--- config.mk ---
export PLATFORM = sky130hd
export DESIGN_NAME = audio_fifo_ctrl
export DESIGN_NICKNAME = d
export VERILOG_FILES = /design/src/rtl/sfifo_pkg.sv /design/src/rtl/sfifo_queue.sv /design/src/rtl/sfifo_err_flags.sv /design/src/rtl/audio_fifo_ctrl.sv
export SDC_FILE = /design/constraint.sdc
export NUM_CORES = 1
export LEC_CHECK = 0
export BUFFER_PORTS_ARGS = -buffer_cell sky130_fd_sc_hd__buf_4
export CORE_MARGIN = 4
export CORE_UTILIZATION = 30
export CTS_CLUSTER_DIAMETER = 80
export DETAILED_ROUTE_END_ITERATION = 10
export SYNTH_ARGS = -nofsm -noshare
export SYNTH_HDL_FRONTEND = slang
export SYNTH_SLANG_ARGS = --single-unit
--- constraint.sdc ---
create_clock -name clk -period 6.6 [get_ports clk]
set_input_delay 0.33 -clock clk [delete_from_list [all_inputs] [get_ports clk]]
set_output_delay 0.33 -clock clk [all_outputs]
set_load 0.02 [all_outputs]
--- src/rtl/sfifo_pkg.sv ---
package sfifo_pkg;

    typedef struct packed {
        logic tx_ovf;
        logic tx_udf;
        logic rx_udf;
    } err_flags_t;

    localparam int FLAG_W = $bits(err_flags_t);

    function automatic err_flags_t flag_update(err_flags_t cur, err_flags_t clr, err_flags_t ev);
        return err_flags_t'((cur & ~clr) | ev);
    endfunction

endpackage

--- src/rtl/sfifo_queue.sv ---
module sfifo_queue #(
    parameter int W     = 32,
    parameter int DEPTH = 16,
    localparam int CW   = $clog2(DEPTH + 1),
    localparam int AW   = (DEPTH > 1) ? $clog2(DEPTH) : 1
) (
    input  logic          clk,
    input  logic          rst,
    input  logic          flush,
    input  logic          push,
    input  logic [W-1:0]  din,
    input  logic          pop,
    output logic [W-1:0]  dout,
    output logic          full,
    output logic          empty,
    output logic [CW-1:0] count
);

    logic [W-1:0]  mem [DEPTH];
    logic [AW-1:0] wr_ptr, rd_ptr;
    logic          do_push, do_pop;

    function automatic logic [AW-1:0] ptr_inc(logic [AW-1:0] p);
        return (p == AW'(DEPTH - 1)) ? '0 : p + 1'b1;
    endfunction

    assign full    = (count == CW'(DEPTH));
    assign empty   = (count == '0);
    assign do_push = push && !full && !flush;
    assign do_pop  = pop && !empty && !flush;
    assign dout    = mem[rd_ptr];

    always_ff @(posedge clk) begin
        if (do_push) mem[wr_ptr] <= din;
    end

    always_ff @(posedge clk) begin
        if (rst || flush) begin
            wr_ptr <= '0;
            rd_ptr <= '0;
            count  <= '0;
        end else begin
            if (do_push) wr_ptr <= ptr_inc(wr_ptr);
            if (do_pop)  rd_ptr <= ptr_inc(rd_ptr);
            case ({do_push, do_pop})
                2'b10:   count <= count + 1'b1;
                2'b01:   count <= count - 1'b1;
                default: count <= count;
            endcase
        end
    end


    count_bound_chk: assert property (@(posedge clk) disable iff (rst)
        count <= CW'(DEPTH));


    push_full_hold_chk: assert property (@(posedge clk) disable iff (rst)
        (full && push && !pop && !flush) |=> (count == CW'(DEPTH)));


    push_pop_steady_chk: assert property (@(posedge clk) disable iff (rst)
        (push && pop && !full && !empty && !flush) |=> $stable(count));


    flush_empty_chk: assert property (@(posedge clk) disable iff (rst)
        flush |=> empty);

endmodule

--- src/rtl/sfifo_err_flags.sv ---
module sfifo_err_flags
    import sfifo_pkg::*;
(
    input  logic       clk,
    input  logic       rst,
    input  err_flags_t ev,
    input  logic       clr_we,
    input  err_flags_t clr_mask,
    output err_flags_t flags
);

    err_flags_t clr_eff;
    err_flags_t keep;

    assign clr_eff = clr_we ? clr_mask : err_flags_t'('0);
    assign keep    = err_flags_t'(flags & ~clr_eff);

    always_ff @(posedge clk) begin
        if (rst) flags <= '0;
        else     flags <= flag_update(flags, clr_eff, ev);
    end


    sticky_hold_chk: assert property (@(posedge clk) disable iff (rst)
        1'b1 |=> ((flags & $past(keep)) == $past(keep)));


    event_wins_chk: assert property (@(posedge clk) disable iff (rst)
        1'b1 |=> ((flags & $past(ev)) == $past(ev)));

endmodule

--- src/rtl/audio_fifo_ctrl.sv ---
module audio_fifo_ctrl
    import sfifo_pkg::*;
#(
    parameter int W     = 32,
    parameter int DEPTH = 16,
    localparam int CW   = $clog2(DEPTH + 1)
) (
    input  logic              clk,
    input  logic              rst,
    input  logic              tx_en,
    input  logic              rx_en,
    input  logic              host_tx_wr,
    input  logic [W-1:0]      host_tx_data,
    input  logic              host_rx_rd,
    output logic [W-1:0]      host_rx_data,
    input  logic              host_stat_wr,
    input  logic [FLAG_W-1:0] host_stat_wdata,
    output logic [FLAG_W-1:0] stat_flags,
    output logic              tx_full,
    output logic              tx_empty,
    output logic [CW-1:0]     tx_count,
    output logic              rx_full,
    output logic              rx_empty,
    output logic [CW-1:0]     rx_count,
    input  logic              shf_load,
    output logic [W-1:0]      shf_tx_data,
    input  logic              shf_rx_push,
    input  logic [W-1:0]      shf_rx_data
);

    logic [W-1:0] tx_head;
    logic [W-1:0] last_word;
    err_flags_t   ev;
    err_flags_t   flags_q;

    sfifo_queue #(.W(W), .DEPTH(DEPTH)) u_txq (
        .clk(clk), .rst(rst), .flush(!tx_en),
        .push(host_tx_wr), .din(host_tx_data),
        .pop(shf_load), .dout(tx_head),
        .full(tx_full), .empty(tx_empty), .count(tx_count)
    );

    sfifo_queue #(.W(W), .DEPTH(DEPTH)) u_rxq (
        .clk(clk), .rst(rst), .flush(!rx_en),
        .push(shf_rx_push), .din(shf_rx_data),
        .pop(host_rx_rd), .dout(host_rx_data),
        .full(rx_full), .empty(rx_empty), .count(rx_count)
    );

    always_ff @(posedge clk) begin
        if (rst || !tx_en)             last_word <= '0;
        else if (shf_load && !tx_empty) last_word <= tx_head;
    end
    assign shf_tx_data = last_word;

    always_comb begin
        ev.tx_ovf = tx_en && host_tx_wr && tx_full;
        ev.tx_udf = tx_en && shf_load && tx_empty;
        ev.rx_udf = rx_en && host_rx_rd && rx_empty;
    end

    sfifo_err_flags u_flags (
        .clk(clk), .rst(rst), .ev(ev),
        .clr_we(host_stat_wr), .clr_mask(err_flags_t'(host_stat_wdata)),
        .flags(flags_q)
    );
    assign stat_flags = flags_q;


    repeat_word_chk: assert property (@(posedge clk) disable iff (rst)
        (tx_en && shf_load && tx_empty) |=> $stable(shf_tx_data));


    tx_gate_chk: assert property (@(posedge clk) disable iff (rst)
        (!tx_en && !stat_flags[2] && !stat_flags[1]) |=> (!stat_flags[2] && !stat_flags[1]));


    rx_gate_chk: assert property (@(posedge clk) disable iff (rst)
        (!rx_en && !stat_flags[0]) |=> !stat_flags[0]);


    tx_off_zero_chk: assert property (@(posedge clk) disable iff (rst)
        !tx_en |=> (shf_tx_data == '0));

endmodule

==> impl_metrics.ini <==
[synthesis]
synth_top_family_by_area = multiplexers
yosys.area_share.simple = 0.0134
syn_area_per_cell_um2 = 23.2
post_synth_xor_area_fraction = 0.00250
synth-seq-cells = 1089
synth-compound-area-share = 0.0190
yosysSeqAreaShare = 0.764
synth_flop_cell = edfxtp_1
synth_top_area_share = 0.733
yosysMostFrequentCell = edfxtp_1
yosys_warnings = 0
yosysTopAreaCell = edfxtp_1
syn_inst = 1810
synth_area_um2 = 42000
synth_commonest_cells = edfxtp_1 (1024), mux4_2 (207), mux4_1 (81)
synthAdderAreaFrac = 0.00537
synth_edf_count = 1024
syn-num-nets = 1904
synthTopCellsByArea = edfxtp_1 (73%), mux4_2 (11%), mux4_1 (5.1%)
ys_types = 54
async_reset_ff_frac = 0
muxShareOfSynthArea = 0.178

[global_route]
grt_max_degree = 86
grt_pass1_vias = 20400
use_met1 = 0.167
use_met3 = 0.0257
grt_pass1_wl_mm = 138
antenna_found_initial = 4
grt_use_met2 = 0.214
grt_usage = 0.126
grt_most_used_layer = met2
grt-ovfl-total = 0

[setup_path]
r2r-end = u_rxq.count[4]$_SDFFE_PP0P_
cp-start-kind = flip-flop
required_ns = 6.27
r2r_slack_ns = 3.03
worstPathArrival_ns = 3.76
rr_worst_depth = 11
worstPathMaxFanout = 71
r2r-start = u_rxq.count[1]$_SDFFE_PP0P_
endpoint_kind = output pin
crit_type = flip-flop to output pin

[pwr]
leakage_nw = 15.2
irDropWorstVdd_mv = 0.272
powerDensity_nw_per_um2 = 279

[cells_and_area]
area_growth_pct = 17.7
fill_cells = 12700
final_cell_area_um2 = 49400
final_layout_size_suffix_gt1_frac = 0.274
nets = 2181

[timing]
finalSetupViolations = 0
fin_crit_ns = 4.09
timing.fmax_ghz = 0.245
slew_headroom = 0.114
hold_violations = 0
tightest_slew_ns = 1.33
finalClockSkew_ns = 0.0461
fin_tns_setup_ns = 0
fin_crit_sh = 0.620
rsz0062_at_grt = no
drv_slew = 0

[cts]
cts_max_level = 3
post-cts-setup-buffers = 0
clock_sinks = 1089
numCtsBuffers = 104
cts_max_path_buffers = 3
clock_latency_ns = 0.70
root_buffer = clkbuf_16
ctsResizeCount = 0
cts_tree = done
clkSlewWorstSetupHoldPaths_ns = 0.06

[floorplanning]
start_util = 0.304
die_y_um = 382
dieArea_um2 = 146000
die_x_um = 382
core_area_um2 = 138000
io_pins = 157
rows = 136

[flow_run]
maxCapViolCount = 0

[worst_hold_path]
hold_class = input port to flip-flop
holdPathEnd = u_txq.rd_ptr[2]$_SDFFE_PP0P_
hold_depth = 4
min_from = tx_en

[detailed_routing]
drc = 0
wl_per_cell_um = 23.3
ant_nets = 0
vias = 19500
post_drt_via_cell_ratio = 4.81
routed_wl_mm = 94.1
dr.pass1.iters = 7
first_iter_violations = 1507

[placed_design]
gp_congestion = 0.757
portBuffers = 156
placed_area_um2 = 45300
dpl.hpwl_mm = 49.8

[run_status]
status = complete, no violations
sequential cells by signal (all words and copies together), names as in the netlist, named ones only:
signal and cells:
u_rxq.mem 512, u_rxq.count 5, u_rxq.rd_ptr 4, u_txq.count 5, shf_tx_data 32, u_txq.rd_ptr 4
u_rxq.wr_ptr 4, u_txq.wr_ptr 4, u_txq.mem 512, u_flags.flags 3
what timing repair did:
action | in CTS | in global routing
endpoints found under the hold margin | 1027 | 0
hold buffers | 70 | 0
endpoints found under the setup margin | 0 | 0
report_power, final:
group	internal, mW	switching [mW]	total, mW
clock	3.35	2.54	5.89
sequential	7.57	0.0120	7.58
combinational	0.124	0.190	0.314
worst max path at each step:
stage,endpoint
floorplan,u_rxq.mem[11][0]$_DFFE_PP_
global placement,host_rx_data[12]
detailed placement,u_rxq.mem[0][5]$_DFFE_PP_
CTS,host_rx_data[12]
global route,host_rx_data[8]
finish,host_rx_data[12]
cells in the final DEF, fill, tap and decap left out, types with 5 or more instances in the layout:
cell,instances
edfxtp_1,1024
mux4_2,207
buf_4,197
clkbuf_16,104
mux4_1,81
dlygate4sd3_1,70
mux2i_1,68
dfxtp_1,58
a2bb2oi_1,32
nor2_1,30
clkbuf_1,28
o21ai_1,26
clkinv_1,23
nand2_1,21
a21oi_1,19
ha_1,18
nor2_4,14
clkinv_2,12
inv_1,11
bufinv_16,9
xor2_1,8
o21ai_0,8
clkbuf_8,6
diode_2,5
nand2b_1,5
nor3_2,5
a31oi_1,5
dfxtp_4,5
critical path, cell delays in order, from the launching register on:
cell,delay [ns]
dfxtp_4,0.83
buf_4,0.89
mux4_1,0.43
mux4_2,0.54
buf_4,0.19
area by class of cell:
type / count / area [um2] / share of cell area
antenna: 5 / 12.5 / 0.000253
clock buffer: 138 / 2790 / 0.0565
multi-input combinational: 613 / 9330 / 0.189
timing repair buffer: 268 / 2200 / 0.0445
sequential: 1089 / 32100 / 0.649
inverter: 11 / 41.3 / 0.000836
tap: 1863 / 2330 / 0.0472
clock inverter: 58 / 634 / 0.0128
cells by family after synthesis:
family,count (synthesis)
flip-flops,1089
multiplexers,356
AO/OA/AOI/OAI,116
AND/OR/NAND/NOR,111
buffers and inverters,108
adder cells (fa/ha/maj),18
XOR/XNOR,12
metrics by stage:
step | hold slack (ns) | setup slack [ns] | util | instances | power [mW]
2_1_floorplan | 0.402 | 2.34 | - | 1810 | 7.83
3_3_place_gp | 0.465 | 3.26 | 0.328 | 3774 | 7.99
3_5_place_dp | 0.467 | 3.14 | 0.328 | 3774 | 8.01
4_1_cts | 0.0506 | 2.43 | 0.358 | 4040 | 13.9
5_1_grt | 0.100 | 2.34 | 0.358 | 4041 | 14.3
6_report | 0.120 | 2.51 | 0.358 | 4045 | 13.8
metal layers:
metal	vias to the layer above	share of wire
met3	139	0.056
li1	8326	-
met4	0	0.020
met5	-	0
met1	10400	0.42
met2	597	0.50
Note: power is estimated with default switching activity, not from simulation.
